### src/rtl/irq_pkg.sv
package irq_pkg;
  typedef enum logic [1:0] {
    ST_IDLE  = 2'd0,
    ST_GRANT = 2'd1,
    ST_PASS  = 2'd2
  } ack_st_t;

  localparam int VEC_W = 8;
endpackage

### src/rtl/irq_pend_bank.sv
module irq_pend_bank #(
  parameter int N_SRC = 9,
  parameter int IW    = 4
) (
  input  logic             clk,
  input  logic             rst,
  input  logic [N_SRC-1:0] set_i,
  input  logic             clr_wr_i,
  input  logic [N_SRC-1:0] clr_mask_i,
  input  logic             take_i,
  input  logic [IW-1:0]    take_idx_i,
  output logic [N_SRC-1:0] pend_o,
  output logic             any_q_o
);
  logic [N_SRC-1:0] pend_q;
  logic [N_SRC-1:0] pend_nxt;
  logic [N_SRC-1:0] kill;

  // per-cause clear / set, set has priority
  for (genvar i = 0; i < N_SRC; i++) begin : g_bit
    assign kill[i] = (clr_wr_i & clr_mask_i[i]) |
                     (take_i & (32'(take_idx_i) == i));
    assign pend_nxt[i] = (pend_q[i] & ~kill[i]) | set_i[i];
  end

  always_ff @(posedge clk) begin
    if (rst) begin
      pend_q  <= '0;
      any_q_o <= 1'b0;
    end else begin
      pend_q  <= pend_nxt;
      any_q_o <= |pend_nxt;
    end
  end

  assign pend_o = pend_q;
endmodule

### src/rtl/irq_cfg_regs.sv
module irq_cfg_regs #(
  parameter int N_SRC = 9,
  parameter int IW    = 4
) (
  input  logic          clk,
  input  logic          rst,
  input  logic          base_wr_i,
  input  logic [7:0]    base_val_i,
  input  logic          prio_wr_i,
  input  logic [IW-1:0] prio_lead_i,
  output logic [7:0]    base_o,
  output logic [IW-1:0] lead_o
);
  logic lead_ok;
  assign lead_ok = (32'(prio_lead_i) < N_SRC);

  always_ff @(posedge clk) begin
    if (rst) begin
      base_o <= '0;
      lead_o <= '0;
    end else begin
      if (base_wr_i)            base_o <= base_val_i;
      if (prio_wr_i && lead_ok) lead_o <= prio_lead_i;
    end
  end
endmodule

### src/rtl/irq_prio_pick.sv
module irq_prio_pick #(
  parameter int N_SRC = 9,
  parameter int IW    = 4
) (
  input  logic [N_SRC-1:0] pend_i,
  input  logic [IW-1:0]    lead_i,
  output logic             hit_o,
  output logic [IW-1:0]    idx_o
);
  // scan from farthest to nearest so the nearest pending cause wins
  always_comb begin
    hit_o = 1'b0;
    idx_o = '0;
    for (int k = N_SRC - 1; k >= 0; k--) begin
      int j;
      j = 32'(lead_i) + k;
      if (j >= N_SRC) j = j - N_SRC;
      if (pend_i[j]) begin
        hit_o = 1'b1;
        idx_o = IW'(j);
      end
    end
  end
endmodule

### src/rtl/irq_chain_ctrl.sv
module irq_chain_ctrl
  import irq_pkg::*;
#(
  parameter int IW = 4
) (
  input  logic          clk,
  input  logic          rst,
  input  logic          iack_n,
  input  logic          iei_n,
  input  logic          any_i,
  input  logic [IW-1:0] win_idx_i,
  input  logic [7:0]    base_i,
  output logic          take_o,
  output logic          ieo_n,
  output logic          dtack_n,
  output logic [7:0]    vec_data,
  output logic          vec_oe
);
  ack_st_t st_q, st_nxt;
  logic    pass;
  logic [7:0] vec_nxt;

  assign take_o = (st_q == ST_IDLE) & ~iack_n & ~iei_n & any_i;
  assign pass   = (st_q == ST_IDLE) & ~iack_n & ~iei_n & ~any_i;

  always_comb begin
    vec_nxt = base_i;
    vec_nxt[IW-1:0] = win_idx_i;
  end

  always_comb begin
    st_nxt = st_q;
    case (st_q)
      ST_IDLE: begin
        if (take_o)    st_nxt = ST_GRANT;
        else if (pass) st_nxt = ST_PASS;
      end
      ST_GRANT, ST_PASS: if (iack_n) st_nxt = ST_IDLE;
      default: st_nxt = ST_IDLE;
    endcase
  end

  always_ff @(posedge clk) begin
    if (rst) begin
      st_q     <= ST_IDLE;
      ieo_n    <= 1'b1;
      dtack_n  <= 1'b1;
      vec_oe   <= 1'b0;
      vec_data <= '0;
    end else begin
      st_q    <= st_nxt;
      ieo_n   <= (st_nxt == ST_GRANT) ? 1'b1 : (iei_n | any_i);
      dtack_n <= ~(st_nxt == ST_GRANT);
      vec_oe  <= (st_nxt == ST_GRANT);
      if (take_o) vec_data <= vec_nxt;
    end
  end
endmodule

### src/rtl/irq_daisy_unit.sv
module irq_daisy_unit #(
  parameter int N_SRC = 9,
  parameter int IW    = (N_SRC > 1) ? $clog2(N_SRC) : 1
) (
  input  logic             clk,
  input  logic             rst,
  input  logic [N_SRC-1:0] cause_set,
  input  logic             clr_wr,
  input  logic [N_SRC-1:0] clr_mask,
  input  logic             prio_wr,
  input  logic [IW-1:0]    prio_lead,
  input  logic             base_wr,
  input  logic [7:0]       base_val,
  input  logic             iack_n,
  input  logic             iei_n,
  output logic             ieo_n,
  output logic             irq_n,
  output logic             dtack_n,
  output logic [7:0]       vec_data,
  output logic             vec_oe
);
  logic [N_SRC-1:0] pend;
  logic             any_q;
  logic             hit;
  logic [IW-1:0]    win_idx;
  logic [7:0]       base_q;
  logic [IW-1:0]    lead_q;
  logic             take;

  irq_pend_bank #(.N_SRC(N_SRC), .IW(IW)) u_bank (
    .clk(clk), .rst(rst), .set_i(cause_set), .clr_wr_i(clr_wr),
    .clr_mask_i(clr_mask), .take_i(take), .take_idx_i(win_idx),
    .pend_o(pend), .any_q_o(any_q)
  );

  irq_cfg_regs #(.N_SRC(N_SRC), .IW(IW)) u_cfg (
    .clk(clk), .rst(rst), .base_wr_i(base_wr), .base_val_i(base_val),
    .prio_wr_i(prio_wr), .prio_lead_i(prio_lead),
    .base_o(base_q), .lead_o(lead_q)
  );

  irq_prio_pick #(.N_SRC(N_SRC), .IW(IW)) u_pick (
    .pend_i(pend), .lead_i(lead_q), .hit_o(hit), .idx_o(win_idx)
  );

  irq_chain_ctrl #(.IW(IW)) u_ctrl (
    .clk(clk), .rst(rst), .iack_n(iack_n), .iei_n(iei_n), .any_i(hit),
    .win_idx_i(win_idx), .base_i(base_q), .take_o(take),
    .ieo_n(ieo_n), .dtack_n(dtack_n), .vec_data(vec_data), .vec_oe(vec_oe)
  );

  assign irq_n = ~any_q;
endmodule

### config.mk
export PLATFORM = sky130hd
export DESIGN_NAME = irq_daisy_unit
export DESIGN_NICKNAME = d
export VERILOG_FILES = /design/src/rtl/irq_pkg.sv /design/src/rtl/irq_pend_bank.sv /design/src/rtl/irq_cfg_regs.sv /design/src/rtl/irq_prio_pick.sv /design/src/rtl/irq_chain_ctrl.sv /design/src/rtl/irq_daisy_unit.sv
export SDC_FILE = /design/constraint.sdc
export NUM_CORES = 1
export LEC_CHECK = 0
export BUFFER_PORTS_ARGS = -buffer_cell sky130_fd_sc_hd__buf_2
export CAP_MARGIN = 5
export CORE_MARGIN = 2
export CORE_UTILIZATION = 50
export CTS_CLUSTER_SIZE = 24
export DETAILED_ROUTE_END_ITERATION = 12
export HOLD_SLACK_MARGIN = 0.02
export PLACE_DENSITY = 0.77
export SYNTH_ARGS = -nofsm -noshare
export SYNTH_HDL_FRONTEND = slang
export SYNTH_SLANG_ARGS = --single-unit
### constraint.sdc
create_clock -name clk -period 5 [get_ports clk]
set_input_delay 0.5 -clock clk [delete_from_list [all_inputs] [get_ports clk]]
set_output_delay 0.5 -clock clk [all_outputs]
set_load 0.005 [all_outputs]
Word-level counts from Yosys, hierarchy flattened:

Index checks and enable logic that the tools add are counted.

* bitwise operators: 64
* $add $sub $neg: 17
* eq/ne operators: 11
* reduce and logical (&&, ||, !) cells: 6
* muxes and demuxes: 58
* magnitude comparators: 19

Operators by type and width (number)
* $lt A32 B6 Y1 const B: 9
* $mux W32: 9
* $ge A32 B5 Y1 const B: 8
* $sub A32 B5 Y32 const B: 8
* $bmux W1 S4: 9
* $mux W4: 9
* $and A1 B1 Y1: 31
* $mux W1: 27
* $add A4 B3 Y5 const B: 4
* $or A1 B1 Y1: 19
* $eq A4 B3 Y1 const B: 4
* $not A1 Y1: 14
* $add A4 B2 Y5 const B: 2
* $reduce_or A9 Y1: 1
* $eq A4 B2 Y1 const B: 2
* $mux W2: 3
* $add A4 B1 Y5 const B: 1
* $add A4 B4 Y5 const B: 1
* $sub A4 B4 Y5 const B: 1
* $eq A2 B1 Y1 const B: 2
* $eq A4 B1 Y1 const B: 1
* $eq A4 B4 Y1 const B: 1
* $ge A4 B4 Y1 const B: 1
* $logic_not A4 Y1: 1
* 6 further kinds: 7

* word-level logic and storage cells: 184
* register bits after elaboration: 35
* input bits: 37
* output and inout port bits: 12

Depth between registers and ports, before layout:

* depth in word-level cells: 22
* mapped depth: 21
* gate-level depth less buffers: 16

Hierarchy:

From an unflattened synthesis, not the netlist that was laid out.

* cell total of the unflattened synthesis: 722
* area, all modules: 5400.2 sq um

Modules (own cells, without submodules)
* irq_prio_pick: area an instance 3868.7 sq um, instances 1, sequential area each 0.0 sq um, cells an instance 557
* irq_pend_bank: area an instance 531.8 sq um, instances 1, sequential area each 200.2 sq um, cells an instance 59
* irq_chain_ctrl: area an instance 524.3 sq um, instances 1, sequential area each 260.2 sq um, cells an instance 59
* irq_cfg_regs: area an instance 471.7 sq um, instances 1, sequential area each 240.2 sq um, cells an instance 46
* irq_daisy_unit: area an instance 3.8 sq um, instances 1, sequential area each 0.0 sq um, cells an instance 1

Worst setup path before layout:

Ideal clock, no wire load.

* kind: reg2reg
* start: register u_cfg.lead_o[2]
* end: register u_bank.any_q_o
* period minus slack after synthesis: 4.563 ns
* path slack: 0.437 ns
* stages on the path, launching flop included: 19
* path buffers: 4
* setup time: 0.138 ns
* arrival time: 4.425 ns
* data required time: 4.862 ns
* path through: dfxtp_1 buf_2 buf_4 clkinv_1 buf_2 ha_1 a21o_1 buf_2 nor2_1 mux2i_1 mux2i_1 o22ai_2 a32o_1 a2111oi_0 a21boi_2 nor2_2 o311ai_0 and4_1 a41oi_1

* cells in the longest elaborated chain, start to end: 22
* elaborated cells on any way between the ends: 136
* those cells by class: add/sub: 17; order compare: 9; eq/ne: 8; mux: 54; bitwise: 46; reduce/logical: 2

Ends and longest elaborated chain
* start: declaration: line irq_cfg_regs.sv:12 `output logic [IW-1:0] lead_o`
* start signal: assignment: line irq_cfg_regs.sv:23 `if (prio_wr_i && lead_ok) lead_o <= prio_lead_i;`
* $add A4 B4 Y5: line irq_prio_pick.sv:16 `j = 32'(lead_i) + k;`
* $sub A32 B5 Y32 or $ge A32 B5 Y1 (tied branches): line irq_prio_pick.sv:17 `if (j >= N_SRC) j = j - N_SRC;`
* $mux W32: line irq_prio_pick.sv:17
* $bmux W1 S4: line irq_prio_pick.sv:18 `if (pend_i[j]) begin`
* $mux W1 (implied by the code) (2 in series): line irq_prio_pick.sv:18
* $mux W4 or $mux W1 (tied branches) (9 in series): line irq_prio_pick.sv:18
* $eq A4 B1 Y1, or another cell as far along: line irq_pend_bank.sv:22 `(take_i & (32'(take_idx_i) == i));`
* $and A1 B1 Y1: line irq_pend_bank.sv:22
* $or A1 B1 Y1: line irq_pend_bank.sv:21 `assign kill[i] = (clr_wr_i & clr_mask_i[i]) |`
* $not A1 Y1: line irq_pend_bank.sv:23 `assign pend_nxt[i] = (pend_q[i] & ~kill[i]) | set_i[i];`
* $and A1 B1 Y1: line irq_pend_bank.sv:23
* $or A1 B1 Y1: line irq_pend_bank.sv:23
* $reduce_or A9 Y1 *: line irq_pend_bank.sv:32 `any_q_o <= |pend_nxt;`
* end signal: assignment: line irq_pend_bank.sv:32
* end: declaration: line irq_pend_bank.sv:13 `output logic any_q_o`

Every way passes the cells marked *; elsewhere a longest branch is shown, timed or not. The select of a mux whose other input is x is not followed.
A chain may end at the register's enable or synchronous reset.

Worst setup path after layout:

* start: register u_cfg.lead_o[1]
* end: register u_bank.any_q_o

The elaborated chain is that of the path after synthesis.

==> impl_metrics.ini <==
[outcome]
outcome = completed

[clocking]
clkLatencyLatePin_ns = 0.29
hold_buffers = 0
numClockSinks = 31
ctsLongestPathBuffers = 2
clk_pin_slew_ns = 0.07
cts-root-buf = clkbuf_8
cts_tree = yes
htree_levels = 2
cts-buffers-inserted = 5

[setup_path]
cp_num_buf_inv = 1
startpoint_type = flip-flop
cp.arrival_ns = 4.89
crit_path_max_incr_delay_ns = 0.53
path_max_fanout = 9
reg2reg_slack_ns = 0.26
r2r_cells = 14
worst_ep_required_time_ns = 5.14
crit_path_cell_trace = inv_1 > ha_1 > a21boi_0 > fa_1 > o311a_1 > a311o_1 > a222oi_1 > nand2_1 > a2111oi_1 > a2111o_1 > nand3_1 > o311ai_0 > and4_1 > a41oi_1
worstSetupEndpointType = flip-flop
worst_path_dominant_cell_family = compound AO/OA/AOI/OAI gates
path_depth = 14
slowest_stage = fa_1
crit_type = flip-flop to flip-flop

[routing]
drt_first_pass_iters = 5
ant_nets = 0
vias = 5651
vias_per_cell = 6.69
drc = 0
drt_iter0_drc = 568
drt_wl_total_um = 17100
detail_route.wl_per_cell_um = 20.2

[grt]
grt_usage_pct = 30.1
overflow = 0
grt_pass1_wl_um = 27800
antenna_found_initial = 0
grt_max_degree = 34
grt_pass1_vias = 5473

[power]
powerDensity_mw_per_mm2 = 198
leakage_uw = 0.00227
max-vdd-ir-drop_mv = 0.155

[sta]
finalCriticalPeriod_ns = 4.74
fmaxAchievable_mhz = 211
setup_viol = 0
max_slew.worst_pin.slew_ns = 0.712
slew_headroom_pct = 52.5
clock_skew_ns = 0.00973
hold_viol = 0
maxSlewViolCount = 0
fin_crit_sh_pct = 94.9

[cells_and_area]
fin_cells = 845
diodes = 0
fillers = 964
drive_above_1_share_pct = 18.5
final_nets = 771
post-route-util_pct = 55.1
area_growth_pct = 7.27

[die]
io_pins = 49
coreArea_mm2 = 0.0103
fp-row-count = 37
initial_utilization_pct = 51.3
die_w_um = 107
die_h_um = 107
die_area_mm2 = 0.0114

[logic_synthesis]
yosys-top-cells-count = 70 x nand2_1, 51 x nor2_1, 48 x mux2i_1
synth_edf_count = 0
yosys_warnings = 0
synth_top_cell_area_share_pct = 11.7
synth_seq_area_share_pct = 11.7
syn_nets = 750
ys_ff_latch = 31
synth.most_common_cell = nand2_1
synth_ff_type = dfxtp_1
synth_top_area_cell = dfxtp_1
synth_cell_types = 106
synth.area.top_cells = dfxtp_1 12%, mux2i_1 9.1%, ha_1 5.9%
syn-cell-area_mm2 = 0.00530
synth-async-reset-ratio_pct = 0
synthCells = 687
synth_area_per_cell_um2 = 7.71

[hold_path]
hold_path_class = input port to flip-flop
min_delay_path_depth = 3

[place]
io_buffers = 44
dpl.hpwl_um = 12900
gp_congestion = 0.973
place_inst = 836

[flow_run]
drv_cap = 0
-- final timing paths --
check	start	endpoint
max	u_cfg.lead_o[1]$_SDFFE_PP0P_	u_bank.any_q_o$_SDFF_PP0_
min	cause_set[1]	u_bank.pend_o[1]$_SDFF_PP0_
max reg2reg	u_cfg.lead_o[1]$_SDFFE_PP0P_	u_bank.any_q_o$_SDFF_PP0_
min reg2reg	u_ctrl.vec_data[3]$_SDFFE_PP0P_	u_ctrl.vec_data[3]$_SDFFE_PP0P_
-- layout by cell type (no fill, tap or decap), types with 15 or more instances in the layout --
cell type | synthesis | final
a21oi_1 | 25 | 25
buf_2 | 17 | 44
buf_4 | 3 | 21
dfxtp_1 | 31 | 30
ha_1 | 25 | 22
inv_1 | 17 | 17
mux2i_1 | 48 | 47
nand2_1 | 70 | 70
nand2b_1 | 19 | 19
nand3_1 | 20 | 20
nor2_1 | 51 | 50
nor2b_1 | 18 | 18
nor3_1 | 17 | 17
o211ai_1 | 15 | 15
o21ai_0 | 22 | 22
-- stage by stage --
stage | area [µm²] | setup WS (ns) | hold WS [ns] | setup TNS, ns | total power (µW)
6_report | 5680 | 0.256 | 0.436 | 0 | 1130
5_1_grt | 5680 | -0.0174 | 0.439 | -0.0174 | 1200
4_1_cts | 5660 | 0.258 | 0.433 | 0 | 1110
3_5_place_dp | 5560 | 0.274 | 0.465 | 0 | 882
3_3_place_gp | 5560 | 0.427 | 0.459 | 0 | 867
2_1_floorplan | 5300 | 0.437 | 0.460 | 0 | 730
-- cell type report --
| cell class | instances | area (µm²) | area share [%] |
|---|---|---|---|
| clock buffer | 7 | 96.3 | 1.69 |
| clock inverter | 1 | 7.51 | 0.132 |
| inverter | 20 | 75.1 | 1.32 |
| multi-input combinational | 585 | 4340 | 76.3 |
| sequential | 31 | 622 | 10.9 |
| tap | 136 | 170 | 2.99 |
| timing repair buffer | 65 | 378 | 6.65 |
-- state kept, by name (all words and copies together), names as in the netlist --
name and flops:
u_bank.any_q_o 1, u_ctrl.dtack_n 1, u_cfg.base_o 4, u_ctrl.st_q 2, u_ctrl.ieo_n 1, u_ctrl.vec_data 8
u_cfg.lead_o 4, u_bank.pend_o 9, u_ctrl.vec_oe 1
-- report_power, final --
| group | total, µW | switching (µW) | internal [µW] |
|---|---|---|---|
| clock | 225 | 99.9 | 125 |
| sequential | 297 | 34.3 | 263 |
| combinational | 605 | 360 | 245 |
| total | 1130 | 494 | 633 |
-- timing repair --
action                     in CTS  in global routing
gates resized for setup         0                  7
setup endpoints to repair       0                  1
setup buffers                   0                  1
-- tightest hold or removal path, stage by stage --
cell and delay (ns):
buf_2 0.09, a21oi_1 0.04, nor2_1 0.07
-- cells by family (layout without fill, tap and decap cells) --
group           after synthesis  after routing  synth area share (%)
fa+ha+maj                    26             26                  6.28
simple gates                271            271                  27.3
mux                          62             62                  12.8
xor+xnor                     16             16                  3.07
compound gates              210            210                  32.1
buf+inv                      71             93                  6.78
flops                        31             31                  11.7
-- metal layers --
| layer | share of wire (%) | vias to the layer above | wire (µm) | GRT usage, % |
|---|---|---|---|---|
| li1 | - | 2642 | - | - |
| met1 | 42 | 2647 | 7090 | 39.8 |
| met2 | 45 | 305 | 7780 | 48.6 |
| met3 | 8.7 | 57 | 1490 | 3.83 |
| met4 | 4.2 | 0 | 726 | 13.7 |
| met5 | 0 | - | 0 | 0 |
Power figures use the tool's default switching activity.
